==> src/rtl/tifc_pkg.sv <==
package tifc_pkg;

  localparam int unsigned TIFC_SRC_N = 8;
  localparam int unsigned TIFC_T2_OVF_BIT = 6;

  // vector index of a flag bit: top bit is vector 0
  function automatic int unsigned bit_to_vec(input int unsigned b, input int unsigned n);
    return n - 1 - b;
  endfunction

  // flag bit addressed by a vector index
  function automatic int unsigned vec_to_bit(input int unsigned v, input int unsigned n);
    return n - 1 - v;
  endfunction

  // next flag state: set has priority over clear
  function automatic logic next_flag(input logic cur, input logic set, input logic clr);
    return set | (cur & ~clr);
  endfunction

endpackage

==> src/rtl/tifc_event_sel.sv <==
module tifc_event_sel #(
  parameter int unsigned N_SRC   = tifc_pkg::TIFC_SRC_N,
  parameter int unsigned OVF_BIT = tifc_pkg::TIFC_T2_OVF_BIT
) (
  input  logic [N_SRC-1:0] evt_in,
  input  logic             turn_evt,
  input  logic             pwm_mode,
  output logic [N_SRC-1:0] evt_eff
);

  genvar g;
  generate
    for (g = 0; g < N_SRC; g++) begin : g_sel
      if (g == OVF_BIT) begin : g_ovf
        assign evt_eff[g] = pwm_mode ? turn_evt : evt_in[g];
      end else begin : g_plain
        assign evt_eff[g] = evt_in[g];
      end
    end
  endgenerate

endmodule

==> src/rtl/tifc_flag_reg.sv <==
module tifc_flag_reg #(
  parameter int unsigned N_SRC = tifc_pkg::TIFC_SRC_N
) (
  input  logic             clk,
  input  logic             rst_n,
  input  logic [N_SRC-1:0] set_vec,
  input  logic [N_SRC-1:0] clr_vec,
  output logic [N_SRC-1:0] flag_q
);

  genvar g;
  generate
    for (g = 0; g < N_SRC; g++) begin : g_bit
      always_ff @(posedge clk or negedge rst_n) begin
        if (!rst_n) flag_q[g] <= 1'b0;
        else        flag_q[g] <= tifc_pkg::next_flag(flag_q[g], set_vec[g], clr_vec[g]);
      end
    end
  endgenerate

endmodule

==> src/rtl/tifc_prio_enc.sv <==
module tifc_prio_enc #(
  parameter int unsigned N_SRC = tifc_pkg::TIFC_SRC_N,
  localparam int unsigned VW   = $clog2(N_SRC)
) (
  input  logic [N_SRC-1:0] req,
  output logic             any,
  output logic [VW-1:0]    vec
);

  // scan upward; the last hit (highest bit, lowest vector) wins
  always_comb begin
    any = 1'b0;
    vec = '0;
    for (int unsigned b = 0; b < N_SRC; b++) begin
      if (req[b]) begin
        any = 1'b1;
        vec = VW'(tifc_pkg::bit_to_vec(b, N_SRC));
      end
    end
  end

endmodule

==> src/rtl/tmr_irq_flag_ctrl.sv <==
module tmr_irq_flag_ctrl #(
  parameter int unsigned N_SRC   = tifc_pkg::TIFC_SRC_N,
  parameter int unsigned OVF_BIT = tifc_pkg::TIFC_T2_OVF_BIT,
  localparam int unsigned VW     = $clog2(N_SRC)
) (
  input  logic             clk,
  input  logic             rst_n,
  input  logic [N_SRC-1:0] evt_in,
  input  logic             t2_turn_evt,
  input  logic             t2_pwm_mode,
  input  logic             global_ie,
  input  logic             bus_we,
  input  logic             bus_sel,
  input  logic [N_SRC-1:0] bus_wdata,
  output logic [N_SRC-1:0] bus_rdata,
  input  logic             ack_valid,
  input  logic [VW-1:0]    ack_idx,
  output logic [N_SRC-1:0] irq_req,
  output logic             irq_any,
  output logic [VW-1:0]    irq_vec
);

  localparam logic [N_SRC-1:0] ONE = {{(N_SRC-1){1'b0}}, 1'b1};

  logic [N_SRC-1:0] evt_eff;
  logic [N_SRC-1:0] flag_q;
  logic [N_SRC-1:0] en_q;
  logic [N_SRC-1:0] wr_clr;
  logic [N_SRC-1:0] ack_clr;
  logic [N_SRC-1:0] flag_clr;
  logic             en_wr;

  tifc_event_sel #(.N_SRC(N_SRC), .OVF_BIT(OVF_BIT)) u_evsel (
    .evt_in  (evt_in),
    .turn_evt(t2_turn_evt),
    .pwm_mode(t2_pwm_mode),
    .evt_eff (evt_eff)
  );

  assign wr_clr   = (bus_we && !bus_sel) ? bus_wdata : '0;
  assign ack_clr  = ack_valid ? (ONE << tifc_pkg::vec_to_bit(32'(ack_idx), N_SRC)) : '0;
  assign flag_clr = wr_clr | ack_clr;

  tifc_flag_reg #(.N_SRC(N_SRC)) u_flags (
    .clk    (clk),
    .rst_n  (rst_n),
    .set_vec(evt_eff),
    .clr_vec(flag_clr),
    .flag_q (flag_q)
  );

  assign en_wr = bus_we && bus_sel;

  always_ff @(posedge clk or negedge rst_n) begin
    if (!rst_n)     en_q <= '0;
    else if (en_wr) en_q <= bus_wdata;
  end

  assign bus_rdata = bus_sel ? en_q : flag_q;
  assign irq_req   = global_ie ? (flag_q & en_q) : '0;

  tifc_prio_enc #(.N_SRC(N_SRC)) u_prio (
    .req(irq_req),
    .any(irq_any),
    .vec(irq_vec)
  );

endmodule

==> config.mk <==
export PLATFORM = sky130hd
export DESIGN_NAME = tmr_irq_flag_ctrl
export DESIGN_NICKNAME = d
export VERILOG_FILES = /design/src/rtl/tifc_pkg.sv /design/src/rtl/tifc_event_sel.sv /design/src/rtl/tifc_flag_reg.sv /design/src/rtl/tifc_prio_enc.sv /design/src/rtl/tmr_irq_flag_ctrl.sv
export SDC_FILE = /design/constraint.sdc
export NUM_CORES = 1
export LEC_CHECK = 0
export BUFFER_PORTS_ARGS = -buffer_cell sky130_fd_sc_hd__buf_2
export CAP_MARGIN = 30
export CORE_UTILIZATION = 25
export CTS_CLUSTER_DIAMETER = 120
export DETAILED_ROUTE_END_ITERATION = 16
export PLACE_DENSITY = 0.47
export SETUP_SLACK_MARGIN = 0.2
export SYNTH_ARGS = -nofsm -noshare
export SYNTH_HDL_FRONTEND = slang
export SYNTH_SLANG_ARGS = --single-unit
==> constraint.sdc <==
create_clock -name clk -period 1.2 [get_ports clk]
set_input_delay 0.18 -clock clk [delete_from_list [all_inputs] [get_ports clk]]
set_output_delay 0.18 -clock clk [all_outputs]
set_load 0.05 [all_outputs]
==> out/results.ini <==
[route]
vias_per_cell = 4.83
totalWireLength_mm = 3.08
drtPass1Iterations = 4
vias = 1023
ant_nets = 0
drc = 0
wl_per_cell_um = 14.5
first_iter_violations = 15

[clock_network]
clk_latency_ns = 0.24
cts_tree = yes
clkTransAtPathRegs_ns = 0.06
root_buffer = clkbuf_8
cts_max_path_buffers = 2
htree_levels = 1
clock_sinks = 16
cts_inserted_buffers = 3

[layout]
fin_area_sq_um = 1890
final_net_count = 193
layout_commonest_cell = buf_2
area_growth_pct = 98.7
drive_gt1_frac = 0.713
finalNonFillerCells = 212
final_util = 0.517
final_cell_mix = buf_2 (25), buf_6 (20), dfrtp_1 (16), buf_8 (16), buf_4 (11)
diodes = 0

[timing]
skew_ns = 0
fin_crit_sh = 1.46
maxSlewViolCount = 0
setup_slack_ns = -0.548
slew-limit-headroom = 0.635
fin_crit_ns = 1.75
rsz0062_at_grt = true
setup_viol = 20
worst_pin_slew_ns = 0.548
fmax_ghz = 0.572
hold_viol = 0

[worst_setup_path]
cp_slowest_cell = a222oi_1
startpoint_type = register
slowest_delay_ns = 0.44
critPathArrivalTime_ns = 1.57
endpoint_kind = primary output
crit_fanout = 2
critPathKind = reg2out
crit_chain = nand2_2 > a32o_1 > a222oi_1 > a311oi_4 > buf_6
cp.required_ns = 1.02

[global_routing]
gr-total-overflow = 0
grt_pass1_wl_mm = 5.12
antenna_found_initial = 0
grtUsageTotal = 0.161
first_global_vias = 1120
grt_max_degree = 17

[floorplan]
die-area_sq_um = 4060
row_count = 22
ioPinCount = 47
fp.dieH_um = 63.8
core_sq_um = 3660
initial_core_util = 0.260
die_width_um = 63.8

[power_and_ir_drop]
p_leak_nw = 0.883
max-vdd-ir-drop_uv = 510
power_density_nw_per_um2 = 1220

[yosys]
yosys_warnings = 0
syn_avg_cell_area_sq_um = 10.7
syn_inst = 89
yosysSeqAreaShare = 0.420
syn_area_sq_um = 953
ys_types = 26
synth_seq_cells = 16
syn_nets = 116

[place]
gp_congestion = 0.737
place_inst = 203
dp_hpwl_mm = 2.33
place_ws_ns = -0.326
place_area_sq_um = 1470
port_buffers = 46

[status]
outcome = finished, violations left
violations = negative setup slack

[min_path]
min_path_type = in2reg

[flow_run]
maxCapViolCount = 0

[cell families (layout without fill, tap and decap cells)]
kind of cell / Yosys count / count (layout) / share of synthesized area
buf+inv: 4 / 79 / 0.0315
mux: 16 / 16 / 0.189
compound gates: 21 / 21 / 0.184
flops: 16 / 16 / 0.420
simple gates: 32 / 32 / 0.176
[metrics by stage]
| stage | total power, mW | hold slack [ns] | TNS, ns |
|---|---|---|---|
| floorplan | 1.26 | -0.116 | -0.377 |
| global placement | 1.57 | 0.113 | -0.984 |
| detailed placement | 1.58 | 0.121 | -1.07 |
| CTS | 2.25 | 0.112 | -3.95 |
| global route | 2.42 | 0.117 | -4.80 |
| finish | 2.31 | 0.110 | -3.90 |
[power breakdown]
part	switching, mW	internal, mW	total (mW)
Combinational	0.637	0.632	1.27
Clock	0.170	0.222	0.392
Sequential	0.0476	0.600	0.647
Total	0.855	1.45	2.31
[repair_timing]
action | 4_1_cts | 5_1_grt
gates resized for setup | 80 | 16
setup endpoints to repair | 20 | 23
hold endpoints to repair | 16 | 0
pin swaps | 7 | 3
gates cloned | 0 | 0
hold buffers | 1 | 0
setup buffers | 2 | 3
[cells in the mapped netlist, drive strengths merged]
library cell	n	area share
clkbuf	1	0.0039
a31o	2	0.018
nor2b	2	0.021
mux2	16	0.19
and2b	1	0.0079
and3	8	0.052
a222oi	1	0.010
a22o	1	0.0092
a32o	1	0.010
nand2	14	0.058
dfrtp	16	0.42
a21boi	1	0.0079
inv	1	0.0039
nor2	3	0.012
a311oi	1	0.0092
nand4	3	0.020
a221o	1	0.010
a21bo	1	0.010
o21ai	1	0.0052
nand3	1	0.0052
a21o	5	0.039
a32oi	4	0.037
a22oi	2	0.016
buf	2	0.024
[path summary, 6_finish.rpt]
path / start / cells past startpoint / slack (ns) / to
worst max-delay path: u_flags.flag_q[1] / 5 / -0.55 / irq_vec[0]
worst min-delay path: evt_in[3] / 2 / 0.11 / u_flags.flag_q[3]
worst max register to register: en_q[5] / 3 / 0.20 / en_q[5]
worst min register to register: u_flags.flag_q[7] / 2 / 0.59 / u_flags.flag_q[7]
max in group asynchronous: rst_n / 2 / 0.55 / en_q[4]
min in group asynchronous: rst_n / 2 / 0.38 / u_flags.flag_q[7]
[state kept, by name, summed over array words and instances (netlist names)]
signal / flops
en_q: 8
u_flags.flag_q: 8
[metal layers]
layer  vias up  part of all wire  track usage
li1        490                 -            -
met1       504              0.47        0.208
met2        27              0.49        0.283
met3         2             0.040       0.0232
met4         0            0.0026       0.0341
met5         -                 0            0
[area by class of cell]
class | count | area [sq um]
multi-input cells | 69 | 678
well taps | 48 | 60.1
clock buffers | 3 | 41.3
flip-flops and latches | 16 | 400
repair buffers | 75 | 711
fillers | 346 | 1770
inverters | 1 | 3.75
[critical path, delay by kind of cell, from the launching register on]
family | cells | cell delay (ns)
AOI/OAI and AO/OA | 3 | 0.72
DFF | 1 | 0.36
buffers and inverters | 1 | 0.18
and+or+nand+nor | 1 | 0.07
Power figures use the tool's default switching activity.
